**src/rtl/pps_pkg.sv**
```systemverilog
`timescale 1ns/1ps
package pps_pkg;
  typedef enum logic [1:0] {
    TBL_NONE = 2'd0,
    TBL_SLOW = 2'd1,
    TBL_LSB  = 2'd2,
    TBL_MSB  = 2'd3
  } tbl_sel_e;

  localparam int unsigned SLOW_PAGE_IDX  = 0;
  localparam int unsigned LSB_LEARN_IDX  = 1;
  localparam int unsigned MSB_LEARN_IDX  = 0;
  localparam int unsigned SLOW_SRC_LAYER = 0;
endpackage

```
**src/rtl/pps_page_class.sv**
```systemverilog
`timescale 1ns/1ps
module pps_page_class
  import pps_pkg::*;
#(
  parameter int unsigned LAYER_W = 5,
  parameter int unsigned IDX_W   = 4
) (
  input  logic [LAYER_W-1:0] layer,
  input  logic [IDX_W-1:0]   index,
  input  logic               msb,
  output tbl_sel_e           tbl,
  output logic               learn
);
  always_comb begin
    tbl   = TBL_NONE;
    learn = 1'b0;
    if (msb) begin
      tbl   = TBL_MSB;
      learn = (index == IDX_W'(MSB_LEARN_IDX));
    end else if (index == IDX_W'(SLOW_PAGE_IDX)) begin
      tbl   = TBL_SLOW;
      learn = (layer == LAYER_W'(SLOW_SRC_LAYER));
    end else begin
      tbl   = TBL_LSB;
      learn = (index == IDX_W'(LSB_LEARN_IDX));
    end
  end
endmodule

```
**src/rtl/pps_entry.sv**
```systemverilog
`timescale 1ns/1ps
module pps_entry #(
  parameter int unsigned TIME_W = 16
) (
  input  logic              clk,
  input  logic              rst_n,
  input  logic              clear,
  input  logic              load,
  input  logic [TIME_W-1:0] din,
  output logic [TIME_W-1:0] q,
  output logic              vld
);
  logic vld_d;

  always_comb begin
    vld_d = vld;
    if (clear)     vld_d = 1'b0;
    else if (load) vld_d = 1'b1;
  end

  always_ff @(posedge clk or negedge rst_n) begin
    if (!rst_n) vld <= 1'b0;
    else        vld <= vld_d;
  end

  always_ff @(posedge clk) begin
    if (load) q <= din;
  end
endmodule

```
**src/rtl/pps_learn_store.sv**
```systemverilog
`timescale 1ns/1ps
module pps_learn_store
  import pps_pkg::*;
#(
  parameter int unsigned LAYERS = 32,
  parameter int unsigned TIME_W = 16,
  localparam int unsigned LAYER_W = (LAYERS > 1) ? $clog2(LAYERS) : 1
) (
  input  logic               clk,
  input  logic               rst_n,
  input  logic               erase,
  input  logic               wr_en,
  input  tbl_sel_e           wr_tbl,
  input  logic [LAYER_W-1:0] wr_layer,
  input  logic [TIME_W-1:0]  wr_time,
  input  tbl_sel_e           rd_tbl,
  input  logic [LAYER_W-1:0] rd_layer,
  output logic [TIME_W-1:0]  rd_time,
  output logic               rd_vld
);
  logic [LAYERS*TIME_W-1:0] lsb_flat, msb_flat;
  logic [LAYERS-1:0]        lsb_vld, msb_vld;
  logic [TIME_W-1:0]        slow_time;
  logic                     slow_vld;
  logic                     wr_ok;

  assign wr_ok = wr_en && !erase;

  for (genvar g = 0; g < LAYERS; g++) begin : g_layer
    logic ld_lsb, ld_msb;
    assign ld_lsb = wr_ok && (wr_tbl == TBL_LSB) && (wr_layer == LAYER_W'(g));
    assign ld_msb = wr_ok && (wr_tbl == TBL_MSB) && (wr_layer == LAYER_W'(g));

    pps_entry #(.TIME_W(TIME_W)) i_lsb (
      .clk(clk), .rst_n(rst_n), .clear(erase), .load(ld_lsb), .din(wr_time),
      .q(lsb_flat[g*TIME_W +: TIME_W]), .vld(lsb_vld[g])
    );
    pps_entry #(.TIME_W(TIME_W)) i_msb (
      .clk(clk), .rst_n(rst_n), .clear(erase), .load(ld_msb), .din(wr_time),
      .q(msb_flat[g*TIME_W +: TIME_W]), .vld(msb_vld[g])
    );
  end

  pps_entry #(.TIME_W(TIME_W)) i_slow (
    .clk(clk), .rst_n(rst_n), .clear(erase),
    .load(wr_ok && (wr_tbl == TBL_SLOW)), .din(wr_time),
    .q(slow_time), .vld(slow_vld)
  );

  logic hit;
  always_comb begin
    hit = wr_en && (wr_tbl == rd_tbl) && (rd_tbl != TBL_NONE) &&
          ((rd_tbl == TBL_SLOW) || (wr_layer == rd_layer));
    unique case (rd_tbl)
      TBL_SLOW: begin rd_time = slow_time;                           rd_vld = slow_vld;          end
      TBL_LSB:  begin rd_time = lsb_flat[rd_layer*TIME_W +: TIME_W]; rd_vld = lsb_vld[rd_layer]; end
      TBL_MSB:  begin rd_time = msb_flat[rd_layer*TIME_W +: TIME_W]; rd_vld = msb_vld[rd_layer]; end
      default:  begin rd_time = '0;                                  rd_vld = 1'b0;              end
    endcase
    if (erase) begin
      rd_vld = 1'b0;
    end else if (hit) begin
      rd_time = wr_time;
      rd_vld  = 1'b1;
    end
  end

  p_erase_clears_r10: assert property (@(posedge clk) disable iff (!rst_n)
    erase |=> (lsb_vld == '0) && (msb_vld == '0) && !slow_vld);

  p_load_valid_r3: assert property (@(posedge clk) disable iff (!rst_n)
    (wr_en && !erase && wr_tbl == TBL_LSB) |=> lsb_vld[$past(wr_layer)]);

  p_slow_load_r5: assert property (@(posedge clk) disable iff (!rst_n)
    (wr_en && !erase && wr_tbl == TBL_SLOW) |=> (slow_vld && slow_time == $past(wr_time)));
endmodule

```
**src/rtl/pps_ptime_calc.sv**
```systemverilog
`timescale 1ns/1ps
module pps_ptime_calc #(
  parameter int unsigned TIME_W  = 16,
  parameter int unsigned NSKIP_W = 3,
  localparam int unsigned SUM_W  = TIME_W + NSKIP_W + 3
) (
  input  logic [TIME_W-1:0]  learned,
  input  logic               use_ok,
  input  logic [NSKIP_W-1:0] nskip,
  input  logic [TIME_W-1:0]  tpcy,
  input  logic [TIME_W-1:0]  tpsu,
  input  logic [TIME_W-1:0]  tp,
  output logic               partial,
  output logic [TIME_W-1:0]  ptime
);
  logic [SUM_W-1:0] loops, cut, gain, base, diff;

  always_comb begin
    loops   = SUM_W'(nskip) + SUM_W'(1);
    cut     = loops * SUM_W'(tpcy);
    gain    = SUM_W'(tpsu) + SUM_W'(tp);
    base    = SUM_W'(learned) + gain;
    diff    = base - cut;
    partial = use_ok && (base > cut) && (gain < cut);
    ptime   = partial ? diff[TIME_W-1:0] : '0;
  end
endmodule

```
**src/rtl/pps_sched.sv**
```systemverilog
`timescale 1ns/1ps
module pps_sched
  import pps_pkg::*;
#(
  parameter int unsigned LAYERS  = 32,
  parameter int unsigned PAGES   = 16,
  parameter int unsigned TIME_W  = 16,
  parameter int unsigned NSKIP_W = 3,
  localparam int unsigned LAYER_W = (LAYERS > 1) ? $clog2(LAYERS) : 1,
  localparam int unsigned IDX_W   = (PAGES > 1) ? $clog2(PAGES) : 1
) (
  input  logic               clk,
  input  logic               rst_n,
  input  logic               req_valid,
  input  logic [LAYER_W-1:0] req_layer,
  input  logic [IDX_W-1:0]   req_index,
  input  logic               req_msb,
  input  logic               meas_valid,
  input  logic [LAYER_W-1:0] meas_layer,
  input  logic [IDX_W-1:0]   meas_index,
  input  logic               meas_msb,
  input  logic [TIME_W-1:0]  meas_time,
  input  logic               erase,
  input  logic [NSKIP_W-1:0] cfg_nskip,
  input  logic [TIME_W-1:0]  cfg_tpcy,
  input  logic [TIME_W-1:0]  cfg_tpsu,
  input  logic [TIME_W-1:0]  cfg_tp,
  output logic               rsp_valid,
  output logic               rsp_partial,
  output logic [TIME_W-1:0]  rsp_time
);
  logic [1:0] rst_sync_q;
  logic       rst_i_n;

  always_ff @(posedge clk or negedge rst_n) begin
    if (!rst_n) rst_sync_q <= 2'b00;
    else        rst_sync_q <= {rst_sync_q[0], 1'b1};
  end
  assign rst_i_n = rst_sync_q[1];

  tbl_sel_e req_tbl, meas_tbl;
  logic     req_learn, meas_learn;

  pps_page_class #(.LAYER_W(LAYER_W), .IDX_W(IDX_W)) i_req_cls (
    .layer(req_layer), .index(req_index), .msb(req_msb),
    .tbl(req_tbl), .learn(req_learn)
  );
  pps_page_class #(.LAYER_W(LAYER_W), .IDX_W(IDX_W)) i_meas_cls (
    .layer(meas_layer), .index(meas_index), .msb(meas_msb),
    .tbl(meas_tbl), .learn(meas_learn)
  );

  logic [TIME_W-1:0] lrn_time;
  logic              lrn_vld;

  pps_learn_store #(.LAYERS(LAYERS), .TIME_W(TIME_W)) i_store (
    .clk(clk), .rst_n(rst_i_n), .erase(erase),
    .wr_en(meas_valid && meas_learn), .wr_tbl(meas_tbl),
    .wr_layer(meas_layer), .wr_time(meas_time),
    .rd_tbl(req_tbl), .rd_layer(req_layer),
    .rd_time(lrn_time), .rd_vld(lrn_vld)
  );

  logic              calc_partial;
  logic [TIME_W-1:0] calc_time;

  pps_ptime_calc #(.TIME_W(TIME_W), .NSKIP_W(NSKIP_W)) i_calc (
    .learned(lrn_time), .use_ok(lrn_vld && !req_learn),
    .nskip(cfg_nskip), .tpcy(cfg_tpcy), .tpsu(cfg_tpsu), .tp(cfg_tp),
    .partial(calc_partial), .ptime(calc_time)
  );

  logic rsp_valid_d;
  assign rsp_valid_d = req_valid;

  always_ff @(posedge clk or negedge rst_i_n) begin
    if (!rst_i_n) rsp_valid <= 1'b0;
    else          rsp_valid <= rsp_valid_d;
  end

  always_ff @(posedge clk) begin
    if (req_valid) begin
      rsp_partial <= calc_partial;
      rsp_time    <= calc_time;
    end
  end

  p_rsp_follows_req_r2: assert property (@(posedge clk) disable iff (!rst_i_n)
    req_valid |=> rsp_valid);
  p_rsp_idle_r2: assert property (@(posedge clk) disable iff (!rst_i_n)
    !req_valid |=> !rsp_valid);
  p_lsb_learn_full_r3: assert property (@(posedge clk) disable iff (!rst_i_n)
    (req_valid && !req_msb && req_index == IDX_W'(LSB_LEARN_IDX)) |=> !rsp_partial);
  p_msb_learn_full_r6: assert property (@(posedge clk) disable iff (!rst_i_n)
    (req_valid && req_msb && req_index == IDX_W'(MSB_LEARN_IDX)) |=> !rsp_partial);
  p_partial_shorter_r7: assert property (@(posedge clk) disable iff (!rst_i_n)
    (req_valid && calc_partial) |=> (rsp_partial && rsp_time < $past(lrn_time) && rsp_time != '0));
  p_full_zero_r8: assert property (@(posedge clk) disable iff (!rst_i_n)
    (rsp_valid && !rsp_partial) |-> (rsp_time == '0));
  p_erase_full_r10: assert property (@(posedge clk) disable iff (!rst_i_n)
    (req_valid && erase) |=> !rsp_partial);
endmodule

```
**config.mk**
```make
export PLATFORM = sky130hd
export DESIGN_NAME = pps_sched
export DESIGN_NICKNAME = d
export VERILOG_FILES = /design/src/rtl/pps_pkg.sv /design/src/rtl/pps_page_class.sv /design/src/rtl/pps_entry.sv /design/src/rtl/pps_learn_store.sv /design/src/rtl/pps_ptime_calc.sv /design/src/rtl/pps_sched.sv
export SDC_FILE = /design/constraint.sdc
export NUM_CORES = 1
export LEC_CHECK = 0
export BUFFER_PORTS_ARGS = -buffer_cell sky130_fd_sc_hd__buf_2
export CAP_MARGIN = 20
export CORE_ASPECT_RATIO = 0.9
export CORE_MARGIN = 2
export CORE_UTILIZATION = 55
export CTS_BUF_LIST = sky130_fd_sc_hd__clkbuf_4
export DETAILED_ROUTE_END_ITERATION = 12
export MAX_ROUTING_LAYER = met4
export PLACE_DENSITY = 0.77
export SLEW_MARGIN = 20
export SYNTH_ARGS = -nofsm -noshare
export SYNTH_HDL_FRONTEND = slang
export SYNTH_SLANG_ARGS = --single-unit
```
**constraint.sdc**
```tcl
create_clock -name clk -period 1.85 [get_ports clk]
set_input_delay 0.37 -clock clk [delete_from_list [all_inputs] [get_ports clk]]
set_output_delay 0.37 -clock clk [all_outputs]
set_load 0.02 [all_outputs]
```
==> results.json <==
{
  "clock-root-buffer": "clkbuf_4",
  "ios": 110,
  "avgSynthCellArea_um2": 17.8,
  "period_needed_ns": 6.08,
  "synth-edff-count": 1057,
  "intPower_w": 0.0447,
  "combinationalPowerShare_pct": 21.2,
  "cp_common_cell": "mux4_2",
  "synth_xor_area_share_pct": 0.994,
  "syn_nets": 2935,
  "fin_crit_sh_pct": 329,
  "rows": 103,
  "antenna_found_initial": 7,
  "syn_inst": 2721,
  "critPathKind": "reg -> reg",
  "crit_buf_inv": 1,
  "hold_path_class": "in -> reg",
  "p_switching_w": 0.0166,
  "crit_path_max_incr_delay_ns": 0.56,
  "firstDrtPassIters": 8,
  "syn_area_mm2": 0.0485,
  "grt_pass1_wl_um": 199000,
  "yosys.area.top_type": "edfxtp_1",
  "path_max_fanout": 6,
  "final_nets": 3795,
  "hold_viol": 0,
  "slowest_stage": "mux4_2",
  "port_buffers": 109,
  "finalMaxSlewViolations": 0,
  "failed_checks": "negative setup slack",
  "end_kind": "register",
  "tightest_slew_ns": 0.899,
  "die_y_um": 286,
  "dp_cells": 4416,
  "ys_warn_count": 0,
  "drtAntennaViolNets": 0,
  "synth_compound_area_share_pct": 5.88,
  "ys_async_sr_fraction_pct": 6.04,
  "ir_worst_vdd_uv": 830,
  "place_congestion": 0.996,
  "die_area_mm2": 0.0905,
  "cts_tree": "yes",
  "outcome": "complete, but fails checks",
  "grt_usage_pct": 31.4,
  "synth_ff_type": "edfxtp_1",
  "clockBufferDepth": 4,
  "htree_levels": 5,
  "viasPerCell": 6.22,
  "stdcell_count": 4925,
  "grt_overflow": 0,
  "ys_types": 81,
  "worst_slack_ns": -4.23,
  "path_cells": "mux4_2 -> mux4_2 -> mux4_2 -> mux2i_1 -> o21ai_1 -> ha_1 -> and2_4 -> a2111oi_4 -> o21ai_2 -> a41o_1 -> o41a_1 -> a21o_1 -> a21oi_2 -> xnor2_1 -> ha_1 -> nand4_1 -> nor3_2 -> a32oi_1 -> o211ai_1 -> a211oi_2 -> o311a_1 -> nand3_4 -> inv_4 -> o311a_2",
  "initial_core_util_pct": 55.4,
  "clkTransAtPathRegs_ns": 0.08,
  "seqPwrFrac_pct": 45.5,
  "critPathRequiredTime_ns": 2.78,
  "yosysMostFrequentCell": "edfxtp_1",
  "cts.sinks": 1125,
  "hpwl_um": 89400,
  "fp.dieW_um": 317,
  "switching_share_pct": 27.0,
  "synth_common_cells": "edfxtp_1 (1057), mux4_2 (225), mux2i_1 (167), nor2_1 (118), ha_1 (91)",
  "synth_top_family_by_area": "multiplexers",
  "drtIter0Drc": 3518,
  "p_per_area_mw_per_mm2": 1030,
  "fin_skew_ns": 0.135,
  "first_global_vias": 31400,
  "p_leak_nw": 22.4,
  "rsz0062_at_grt": "true",
  "grt_max_degree": 66,
  "areaGrowthSynthToFinish_pct": 23.3,
  "drc": 0,
  "routed_wl_um": 136000,
  "crit_arrival_ns": 7.01,
  "cts_buffers": 286,
  "ys_top_cells_by_area": "edfxtp_1 (66%), mux4_2 (10%), dfrtp_1 (3.5%)",
  "synth_fa_ha_area_share_pct": 3.63,
  "vias": 30600,
  "synth-simple-area-share_pct": 4.08,
  "drive_gt1_share_pct": 38.8,
  "synth_top_area_share_pct": 65.5,
  "wl_per_cell_um": 27.5,
  "insertion_delay_ns": 1.16,
  "core_area_mm2": 0.0875,
  "critPathTopFamily": "compound AO/OA/AOI/OAI gates",
  "startpoint_type": "register",
  "total_power_w": 0.0613,
  "finalSetupViolCount": 58,
  "timing.slew.headroom_pct": 40.1,
  "synthMuxAreaShare_pct": 14.4,
  "synth_seq_cells": 1125,
  "pwr-share-clk_pct": 33.2,
  "maxCapViolations": 0,
  "ys_seq_area_share_pct": 69.0,
  "max_freq_ghz": 0.164
}
layer usage:
metal | track usage [%] | vias up | routed length [um]
li1 | - | 12900 | -
met3 | 8.21 | 332 | 15600
met4 | 13.5 | 0 | 5650
met2 | 47.1 | 1993 | 63800
met5 | - | - | 0
met1 | 41.0 | 15400 | 50500
registers in the layout, summed over array words and instances, names as in the netlist:
signal                     cells
i_store.g_layer.i_lsb.q      512
i_store.g_layer.i_msb.q      512
rsp_valid                      1
i_store.g_layer.i_lsb.vld     32
i_store.g_layer.i_msb.vld     32
rsp_time                      16
i_store.i_slow.q              16
rst_sync_q                     2
i_store.i_slow.vld             1
rsp_partial                    1
power groups by stage:
stage / Clock, W / Combinational (W) / Sequential (W)
2_1_floorplan: 0 / 0.00626 / 0.0285
3_3_place_gp: 0 / 0.0119 / 0.0284
3_5_place_dp: 0 / 0.0121 / 0.0284
4_1_cts: 0.0207 / 0.0125 / 0.0279
5_1_grt: 0.0219 / 0.0139 / 0.0279
6_report: 0.0204 / 0.0130 / 0.0279
per-stage QoR:
stage	TNS [ns]	hold WS, ns	util [%]	area [um2]	worst slack (ns)
6_report	-73.28	0.115	68.3	59800	-4.23
5_1_grt	-78.77	0.0417	68.3	59800	-4.46
4_1_cts	-72.92	-0.00262	68.1	59600	-4.12
3_5_place_dp	-579.31	0.158	63.7	55700	-4.82
3_3_place_gp	-546.54	0.154	63.7	55700	-4.58
2_1_floorplan	-244.04	0.0744	-	49200	-3.99
worst register-to-register path, cell delays in order, from the launching register on:
cell and delay, ns:
edfxtp_1 0.38, mux4_2 0.48, mux4_2 0.56, mux4_2 0.51, mux2i_1 0.14, o21ai_1 0.09
ha_1 0.32, and2_4 0.16, a2111oi_4 0.44, o21ai_2 0.10, a41o_1 0.22, o41a_1 0.36
a21o_1 0.18, a21oi_2 0.13, xnor2_1 0.10, ha_1 0.34, nand4_1 0.12, nor3_2 0.05
a32oi_1 0.15, o211ai_1 0.13, a211oi_2 0.21, o311a_1 0.26, nand3_4 0.16, inv_4 0.13
o311a_2 0.18
cell usage in the layout (no fill, tap or decap), types with 22 or more instances in the layout:
cell type | Yosys | final
clkinv_1 | 1 | 53
mux2i_1 | 167 | 167
ha_1 | 91 | 88
and2_1 | 25 | 22
a21o_1 | 78 | 78
mux4_2 | 225 | 225
edfxtp_1 | 1057 | 1057
buf_2 | 43 | 92
nor2_1 | 118 | 45
dlygate4sd3_1 | 0 | 26
nor2_4 | 0 | 65
xor2_1 | 23 | 23
buf_12 | 0 | 91
a21oi_1 | 74 | 72
nor3_1 | 54 | 50
o221ai_1 | 60 | 59
buf_4 | 20 | 477
xnor2_1 | 32 | 32
fa_1 | 31 | 30
nand2_1 | 80 | 78
o22ai_1 | 39 | 39
o21ai_0 | 44 | 41
clkbuf_4 | 0 | 401
inv_1 | 65 | 63
nor2b_1 | 23 | 22
dfrtp_1 | 68 | 67
repair_timing:
item / in CTS / in global routing
pin swaps: 15 / 5
hold buffers: 26 / 0
buffers inserted: 3 / 2
resized for setup: 26 / 43
cloned: 1 / 0
setup endpoints to repair: 35 / 66
hold endpoints to repair: 500 / 0
kinds of logic (layout without fill, tap and decap cells):
group                      count (synthesis)  after routing
DFF                                     1125           1125
AOI/OAI and AO/OA                        408            408
muxes                                    405            405
and+or+nand+nor                          400            400
buffers and inverters                    205           1248
adders and majority gates                122            122
xor gates and xnor gates                  55             55
other                                      1              7
layout make-up:
class / count / area [um2]
fill: 5559 / 27800
antenna: 6 / 15.0
sequential: 1125 / 33400
timing repair buffer: 707 / 6370
multi-input combinational: 1391 / 14800
inverter: 70 / 265
clock inverter: 70 / 430
tap: 1155 / 1450
clock buffer: 401 / 3010
path summary, 6_finish.rpt:
path / from / to / slack [ns] / depth (start not counted)
worst max-delay path: i_store.g_layer[23].i_msb.q[3] / rsp_time[13] / -4.23 / 24
worst min register to register: rst_sync_q[1] / i_store.g_layer[22].i_lsb.vld / 0.32 / 0
worst min-delay path: cfg_tpcy[0] / rsp_time[0] / 0.12 / 6
worst max register to register: i_store.g_layer[23].i_msb.q[3] / rsp_time[13] / -4.23 / 24
max in group asynchronous: rst_sync_q[1] / rsp_valid / 0.76 / 1
min in group asynchronous: rst_sync_q[1] / i_store.g_layer[22].i_lsb.vld / 0.32 / 0
No activity file was read; power rests on OpenSTA's default activity.
